## src/rtl/pfs_pkg.sv

```systemverilog
package pfs_pkg;
    localparam int WORD_W = 32;
    localparam int LOG_W  = 16;
    localparam int TAG_W  = 16;
    localparam int CTRL_W = 7;

    // Declared LSB-last so that a cast of word[6:0] puts access at [1:0].
    typedef struct packed {
        logic       integ;
        logic       conf;
        logic       err_mode;
        logic [1:0] fmt;
        logic [1:0] access;
    } ctrl_t;

    typedef enum logic [1:0] {
        MODE_PLAIN     = 2'b00,
        MODE_AUTH      = 2'b01,
        MODE_CIPH_AUTH = 2'b11
    } route_mode_e;
endpackage

```

## src/rtl/pfs_seq.sv

```systemverilog
module pfs_seq #(
    parameter int ADDR_W = 10,
    parameter int NWORDS = 6,
    parameter int IDX_W  = 3
) (
    input  logic              clk,
    input  logic              rst_n,
    input  logic              start_i,
    input  logic [ADDR_W-1:0] base_idx_i,
    output logic              busy_o,
    output logic              rd_en_o,
    output logic [ADDR_W-1:0] rd_addr_o,
    output logic              cap_en_o,
    output logic [IDX_W-1:0]  cap_idx_o
);
    localparam logic [IDX_W-1:0] LAST = IDX_W'(NWORDS - 1);

    typedef struct packed {
        logic              busy;
        logic              issuing;
        logic [IDX_W-1:0]  iss_idx;
        logic              cap_en;
        logic [IDX_W-1:0]  cap_idx;
        logic [ADDR_W-1:0] base;
    } seq_t;

    seq_t s_d, s_q;

    always_comb begin
        s_d = s_q;
        // capture trails issue by the RAM's one-cycle latency
        s_d.cap_en  = s_q.issuing;
        s_d.cap_idx = s_q.iss_idx;
        if (!s_q.busy && start_i) begin
            s_d.busy    = 1'b1;
            s_d.issuing = 1'b1;
            s_d.iss_idx = '0;
            s_d.base    = base_idx_i;
        end else if (s_q.issuing) begin
            if (s_q.iss_idx == LAST) s_d.issuing = 1'b0;
            else                     s_d.iss_idx = s_q.iss_idx + 1'b1;
        end
        if (s_q.cap_en && s_q.cap_idx == LAST) s_d.busy = 1'b0;
    end

    always_ff @(posedge clk or negedge rst_n) begin
        if (!rst_n) s_q <= '0;
        else        s_q <= s_d;
    end

    assign busy_o    = s_q.busy;
    assign rd_en_o   = s_q.issuing;
    assign rd_addr_o = s_q.base + ADDR_W'(s_q.iss_idx);
    assign cap_en_o  = s_q.cap_en;
    assign cap_idx_o = s_q.cap_idx;
endmodule

```

## src/rtl/pfs_asm.sv

```systemverilog
module pfs_asm
    import pfs_pkg::*;
#(
    parameter int KEY_WORDS = 4,
    parameter int IDX_W     = 3
) (
    input  logic                       clk,
    input  logic                       rst_n,
    input  logic                       cap_en_i,
    input  logic [IDX_W-1:0]           cap_idx_i,
    input  logic [WORD_W-1:0]          rd_data_i,
    output ctrl_t                      ctrl_o,
    output logic [KEY_WORDS*WORD_W-1:0] key_o,
    output logic [LOG_W-1:0]           log_o,
    output logic [TAG_W-1:0]           tag_o,
    output logic                       valid_o
);
    localparam logic [IDX_W-1:0] LAST = IDX_W'(KEY_WORDS + 1);

    typedef struct packed {
        ctrl_t                               ctrl;
        logic [KEY_WORDS-1:0][WORD_W-1:0]    key;
        logic [LOG_W-1:0]                    log;
        logic [TAG_W-1:0]                    tag;
        logic                                valid;
    } asm_t;

    asm_t a_d, a_q;

    always_comb begin
        a_d       = a_q;
        a_d.valid = 1'b0;
        if (cap_en_i) begin
            if (cap_idx_i == '0) a_d.ctrl = ctrl_t'(rd_data_i[CTRL_W-1:0]);
            for (int k = 0; k < KEY_WORDS; k++) begin
                // slot k+1 lands in the k-th most significant key word
                if (cap_idx_i == IDX_W'(k + 1)) a_d.key[KEY_WORDS-1-k] = rd_data_i;
            end
            if (cap_idx_i == LAST) begin
                a_d.log   = rd_data_i[WORD_W-1 -: LOG_W];
                a_d.tag   = rd_data_i[TAG_W-1:0];
                a_d.valid = 1'b1;
            end
        end
    end

    always_ff @(posedge clk or negedge rst_n) begin
        if (!rst_n) a_q <= '0;
        else        a_q <= a_d;
    end

    assign ctrl_o  = a_q.ctrl;
    assign key_o   = a_q.key;
    assign log_o   = a_q.log;
    assign tag_o   = a_q.tag;
    assign valid_o = a_q.valid;
endmodule

```

## src/rtl/pfs_mode_dec.sv

```systemverilog
module pfs_mode_dec
    import pfs_pkg::*;
(
    input  logic conf_i,
    input  logic integ_i,
    output logic [1:0] mode_o
);
    route_mode_e mode;

    always_comb begin
        if (conf_i)       mode = MODE_CIPH_AUTH;
        else if (integ_i) mode = MODE_AUTH;
        else              mode = MODE_PLAIN;
    end

    assign mode_o = mode;
endmodule

```

## src/rtl/pfs_policy_fetch.sv

```systemverilog
module pfs_policy_fetch
    import pfs_pkg::*;
#(
    parameter int ADDR_W    = 10,
    parameter int KEY_WORDS = 4
) (
    input  logic                        clk,
    input  logic                        rst_n,
    input  logic                        start_i,
    input  logic [ADDR_W-1:0]           base_idx_i,
    output logic                        busy_o,
    output logic                        rd_en_o,
    output logic [ADDR_W-1:0]           rd_addr_o,
    input  logic [31:0]                 rd_data_i,
    output logic                        pol_valid_o,
    output logic [1:0]                  access_o,
    output logic [1:0]                  format_o,
    output logic                        err_mode_o,
    output logic                        conf_o,
    output logic                        integ_o,
    output logic [1:0]                  mode_o,
    output logic [KEY_WORDS*32-1:0]     key_o,
    output logic [15:0]                 log_timer_o,
    output logic [15:0]                 tag_addr_o
);
    localparam int NWORDS = KEY_WORDS + 2;
    localparam int IDX_W  = $clog2(NWORDS);

    logic             cap_en;
    logic [IDX_W-1:0] cap_idx;
    ctrl_t            ctrl;

    pfs_seq #(.ADDR_W(ADDR_W), .NWORDS(NWORDS), .IDX_W(IDX_W)) seq_i (
        .clk        (clk),
        .rst_n      (rst_n),
        .start_i    (start_i),
        .base_idx_i (base_idx_i),
        .busy_o     (busy_o),
        .rd_en_o    (rd_en_o),
        .rd_addr_o  (rd_addr_o),
        .cap_en_o   (cap_en),
        .cap_idx_o  (cap_idx)
    );

    pfs_asm #(.KEY_WORDS(KEY_WORDS), .IDX_W(IDX_W)) asm_i (
        .clk       (clk),
        .rst_n     (rst_n),
        .cap_en_i  (cap_en),
        .cap_idx_i (cap_idx),
        .rd_data_i (rd_data_i),
        .ctrl_o    (ctrl),
        .key_o     (key_o),
        .log_o     (log_timer_o),
        .tag_o     (tag_addr_o),
        .valid_o   (pol_valid_o)
    );

    pfs_mode_dec dec_i (
        .conf_i  (ctrl.conf),
        .integ_i (ctrl.integ),
        .mode_o  (mode_o)
    );

    assign access_o   = ctrl.access;
    assign format_o   = ctrl.fmt;
    assign err_mode_o = ctrl.err_mode;
    assign conf_o     = ctrl.conf;
    assign integ_o    = ctrl.integ;
endmodule

```

## config.mk

```make
export PLATFORM = sky130hd
export DESIGN_NAME = pfs_policy_fetch
export DESIGN_NICKNAME = d
export VERILOG_FILES = /design/src/rtl/pfs_pkg.sv /design/src/rtl/pfs_seq.sv /design/src/rtl/pfs_asm.sv /design/src/rtl/pfs_mode_dec.sv /design/src/rtl/pfs_policy_fetch.sv
export SDC_FILE = /design/constraint.sdc
export NUM_CORES = 1
export LEC_CHECK = 0
export ABC_CLOCK_PERIOD_IN_PS = 2420
export CAP_MARGIN = 15
export CORE_AREA = 4 4 149 151
export CTS_CLUSTER_DIAMETER = 60
export DETAILED_ROUTE_END_ITERATION = 8
export DIE_AREA = 0 0 153 155
export PLACE_DENSITY = 0.67
export SETUP_SLACK_MARGIN = 0.5
export SLEW_MARGIN = 10
export SYNTH_ARGS = -nofsm -noshare
export SYNTH_HDL_FRONTEND = slang
export SYNTH_SLANG_ARGS = --single-unit
export TNS_END_PERCENT = 100
```

## constraint.sdc

```tcl
create_clock -name clk -period 2.42 [get_ports clk]
set_clock_uncertainty 0.15 [all_clocks]
set_input_delay 0.242 -clock clk [delete_from_list [all_inputs] [get_ports clk]]
set_output_delay 0.242 -clock clk [all_outputs]
set_load 0.05 [all_outputs]
```

Word-level counts from Yosys, hierarchy flattened:

Index checks and enable logic that the tools add are counted.
W data, S select, Z words.

* output and inout port bits: 182
* logic and storage cells: 50
* register bits: 187
* input bits: 45

* reductions and logical operators: 13
* add/sub/neg operators: 2
* multiplexer cells: 10
* equality and inequality tests: 7

Operators with widths (count)
* $reduce_and A2 Y1: 7
* $add A10 B3 Y10: 1
* $eq A3 B3 Y1 const B: 3
* $mux W4: 2
* $eq A3 B2 Y1 const B: 2
* $mux W1: 6
* $reduce_bool A2 Y1: 2
* $add A3 B1 Y3 const B: 1
* $eq A3 B1 Y1 const B: 1
* $logic_not A3 Y1: 1
* $mux W3: 1
* $logic_and A1 B1 Y1: 2
* $mux W2: 1
* $ne A2 B1 Y1 const B: 1
* $logic_not A1 Y1: 1

Logic depth before layout (Yosys ltp):

* depth in word-level cells: 4
* mapped depth: 6
* gate-level depth less buffers: 6

Hierarchy:

From an unflattened synthesis, not the netlist that was laid out.

* cells, all modules: 443
* area total of the unflattened synthesis: 7488.4 um^2

Modules (own cells, without submodules)
* pfs_asm: cells each 361, instances 1, sequential area each 4204.0 um^2, area each 6490.0 um^2
* pfs_seq: cells each 80, instances 1, sequential area each 475.5 um^2, area each 984.7 um^2
* pfs_mode_dec: cells each 2, instances 1, sequential area each 0.0 um^2, area each 13.8 um^2

Least setup slack after synthesis:

Ideal clock, no wire load.

* path type: reg2out
* from: register seq_i.s_q (netlist bit seq_i.s_d[10])
* to: output rd_addr_o[8]
* path buffers: 0
* cell stages (with the launch flop): 7
* arrival: 2.142 ns
* slack: -0.114 ns
* cell sequence: dfrtp_1 -> ha_1 -> inv_1 -> fa_1 -> nor2b_1 -> o2111ai_1 -> xnor2_1

* longest elaborated chain between the ends: 1

RTL lines
* start, declared: line pfs_seq.sv:27 `seq_t s_d, s_q;`
* start signal, assigned: line pfs_seq.sv:47 `if (!rst_n) s_q <= '0;`
* start signal, assigned: line pfs_seq.sv:48 `else s_q <= s_d;`
* $add A10 B3 Y10: line pfs_seq.sv:53 `assign rd_addr_o = s_q.base + ADDR_W'(s_q.iss_idx);`
* end, declared: line pfs_policy_fetch.sv:13 `output logic [ADDR_W-1:0] rd_addr_o,`

No other way between the ends.

Final worst setup path:

* from: register seq_i.s_q[0] (netlist name)
* to: output rd_addr_o[4]

Same word-level chain as after synthesis.

==> impl_metrics.env <==
export IMPL_outcome="finished, violations left"
export IMPL_violations="setup timing"
export IMPL_required_ps=2030
export IMPL_max_stage_delay_ps=390
export IMPL_final_antenna_net_count=0
export IMPL_final_hold_viol_count=0
export IMPL_portBuffers=226
export IMPL_slowest_stage="dfrtp_1"
export IMPL_drc=0
export IMPL_drv_cap=0
export IMPL_fp_coreArea_um2=20800
export IMPL_syn_nets=490
export IMPL_highest_signal_layer="met4"
export IMPL_grt_pass1_vias=5077
export IMPL_cts_tree="done"
export IMPL_critPathTopFamily="adder cells"
export IMPL_hpwl_mm=12.7
export IMPL_die_area_um2=23700
export IMPL_first_pass_iters=6
export IMPL_yosys_warnings=0
export IMPL_critPathBufInv=3
export IMPL_worstSetupEndpointType="primary output"
export IMPL_fillCellCount=1854
export IMPL_wl_met1_mm=7.64
export IMPL_root_buffer="clkbuf_16"
export IMPL_io_pins=227
export IMPL_grt_usage_pct=15.6
export IMPL_drv_slew=0
export IMPL_htree_levels=4
export IMPL_synthCells=439
export IMPL_worstPathArrival_ps=2090
export IMPL_wl_met3_mm=1.12
export IMPL_netlist_area_um2=7200
export IMPL_die_width_um=153
export IMPL_clock_latency_ps=420
export IMPL_avgSynthCellArea_um2=16.4
export IMPL_synthAdderAreaFrac_pct=1.15
export IMPL_cts_made_buffers=17
export IMPL_yosys_cell_types_count=33
export IMPL_viasPerCell=4.63
export IMPL_regArea_um2=4680
export IMPL_placementRows=53
export IMPL_synth_xor_area_share_pct=1.09
export IMPL_worst_slew_pin_slew_ps=599
export IMPL_synth_seq_cells=187
export IMPL_die_h_um=155
export IMPL_nets=738
export IMPL_wire_per_inst_um=18.7
export IMPL_crit_fanout=3
export IMPL_worst_slew_margin_rel_pct=60.1
export IMPL_hold_class="in2async"
export IMPL_vias=4519
export IMPL_clkTransAtPathRegs_ps=70
export IMPL_drtIter0Drc=77
export IMPL_route_met2_wl_mm=9.30
export IMPL_gp_congestion=0.785
export IMPL_finalSetupViolCount=3
export IMPL_wirelength_mm=18.3
export IMPL_rsz0062_at_grt="true"
export IMPL_synthSimpleGateAreaFrac_pct=2.55
export IMPL_antenna_found_initial=0
export IMPL_criticalPathCategory="reg2out"
export IMPL_cts_buffer_depth=2
export IMPL_ys_seq_area_share_pct=65.0
export IMPL_finalCritPeriodShare_pct=102
export IMPL_synth_top_family_by_area="multiplexers"
export IMPL_grt_overflow=0
export IMPL_drive_gt1_share_pct=37.6
export IMPL_cp_start_kind="register"
export IMPL_multiInputGateArea_um2=2600
export IMPL_r2r_start="seq_i.cap_idx_o[0]$_DFF_PN0_"
export IMPL_diodes=0
export IMPL_fmax_mhz=403
export IMPL_muxShareOfSynthArea_pct=27.5
export IMPL_clkSinkCount=187
export IMPL_utilization_pct=50.9
export IMPL_start_util_pct=34.6
export IMPL_grt_pass1_wl_mm=29.1
export IMPL_fin_ws_ps=-58.7
export IMPL_synth_compound_area_share_pct=0.712
export IMPL_path_cells="ha_4 -> inv_2 -> fa_2 -> nor2b_4 -> buf_4 -> o21ai_4 -> xnor2_4 -> buf_12"
export IMPL_grt_max_degree=65
export IMPL_syn2layout_area_growth_pct=47.2
export IMPL_crit_path_start="seq_i.s_q[0]$_DFFE_PN0P_"
export IMPL_min_period_ps=2480
[path summary, 6_finish.rpt]
kind / end / slack (ps) / cells after the start
setup / recovery: rd_addr_o[4] / -60 / 8
hold / removal: asm_i.key_o[27]$_DFFE_PN0P_ / 230 / 2
setup reg to reg: asm_i.key_o[14]$_DFFE_PN0P_ / 590 / 5
hold reg to reg: seq_i.cap_en_o$_DFF_PN0_ / 320 / 0
max in group asynchronous: asm_i.key_o[5]$_DFFE_PN0P_ / 1180 / 3
min in group clk: seq_i.busy_o$_DFFE_PN0P_ / 280 / 3
[placed cells by master (no fill, tap or decap), types with 3 or more instances in the layout]
| master | Yosys | final |
|---|---|---|
| dfrtp_1 | 187 | 186 |
| dlygate4sd2_1 | 0 | 171 |
| mux2_2 | 168 | 168 |
| clkdlybuf4s50_1 | 0 | 43 |
| clkbuf_16 | 0 | 18 |
| buf_4 | 4 | 17 |
| buf_12 | 0 | 12 |
| mux2_1 | 8 | 8 |
| nor2_1 | 6 | 5 |
| clkinv_4 | 0 | 5 |
| nand2_1 | 4 | 4 |
| inv_1 | 5 | 3 |
| xor2_2 | 0 | 3 |
| xnor2_4 | 0 | 3 |
| ha_1 | 5 | 3 |
| inv_8 | 0 | 3 |
[state kept, by name, indices dropped and copies added (netlist names)]
register,flops
asm_i.ctrl_o,7
asm_i.key_o,128
asm_i.log_o,16
asm_i.tag_o,16
asm_i.valid_o,1
seq_i.busy_o,1
seq_i.cap_en_o,1
seq_i.cap_idx_o,3
seq_i.rd_en_o,1
seq_i.s_d,3
seq_i.s_q,10
[cells by family (layout without fill, tap and decap cells)]
logic type,after synthesis,in the layout
multiplexers,176,176
AO/OA/AOI/OAI,8,8
XOR/XNOR,9,9
buffers and inverters,25,286
flip-flops,187,187
AND/OR/NAND/NOR,28,28
adder cells (fa/ha/maj),6,6
[stage by stage]
stage | instances | setup WS (ps) | hold WS, ps | setup TNS, ps | cell area [um^2]
4_1_cts | 972 | -92.0 | 233 | -331 | 10500
5_1_grt | 975 | -179 | 263 | -926 | 10600
2_1_floorplan | 439 | 265 | -204 | 0 | 7330
3_3_place_gp | 937 | 206 | 120 | 0 | 10100
3_5_place_dp | 937 | 148 | 130 | 0 | 10100
6_report | 975 | -58.7 | 229 | -122 | 10600
[timing repair]
action	4_1_cts	5_1_grt
endpoints found under the setup margin	186	13
gates cloned	0	1
pin swaps	6	5
setup buffers	2	2
hold buffers	1	0
gates resized for setup	192	6
hold endpoints to repair	60	0
[cell usage after synthesis (all sizes together)]
cell	instances	share of area, %
a211oi	2	0.21
a21boi	1	0.10
a21oi	1	0.069
and3	1	0.087
and4b	1	0.14
buf	18	1.6
clkbuf	2	0.12
dfrtp	187	65
fa	1	0.28
ha	5	0.87
inv	5	0.26
mux2	176	28
nand2	4	0.21
nand2b	1	0.087
nand3	1	0.069
nand4b	2	0.24
nor2	6	0.31
nor2b	2	0.17
nor3	4	0.42
nor3b	2	0.43
nor4	1	0.087
nor4b	1	0.12
o2111ai	1	0.12
o21ai	3	0.21
or2	2	0.17
xnor2	5	0.61
xor2	4	0.49
[per-layer routing]
layer  global-route usage [%]  vias up
met1                     19.4     2320
li1                         -     2054
met4                     4.37        0
met3                     5.01       15
met5                        0        -
met2                     26.2      130
[worst register-to-register path: stages, from the launching register on]
cell and delay, ps:
dfrtp_1 400, nand2b_2 240, nor3b_4 190, buf_4 180
buf_12 180, mux2_2 370
[cell type report]
type | instances | area share [%]
flip-flops and latches | 187 | 44.1
multi-input cells | 227 | 24.6
repair buffers | 249 | 22.4
clock buffers | 18 | 4.14
well taps | 275 | 3.24
clock inverters | 14 | 1.31
inverters | 5 | 0.177
Power is left out: the tool's default activity adds up to more than one toggle a clock period on the data nets, which glitch-free logic cannot reach.
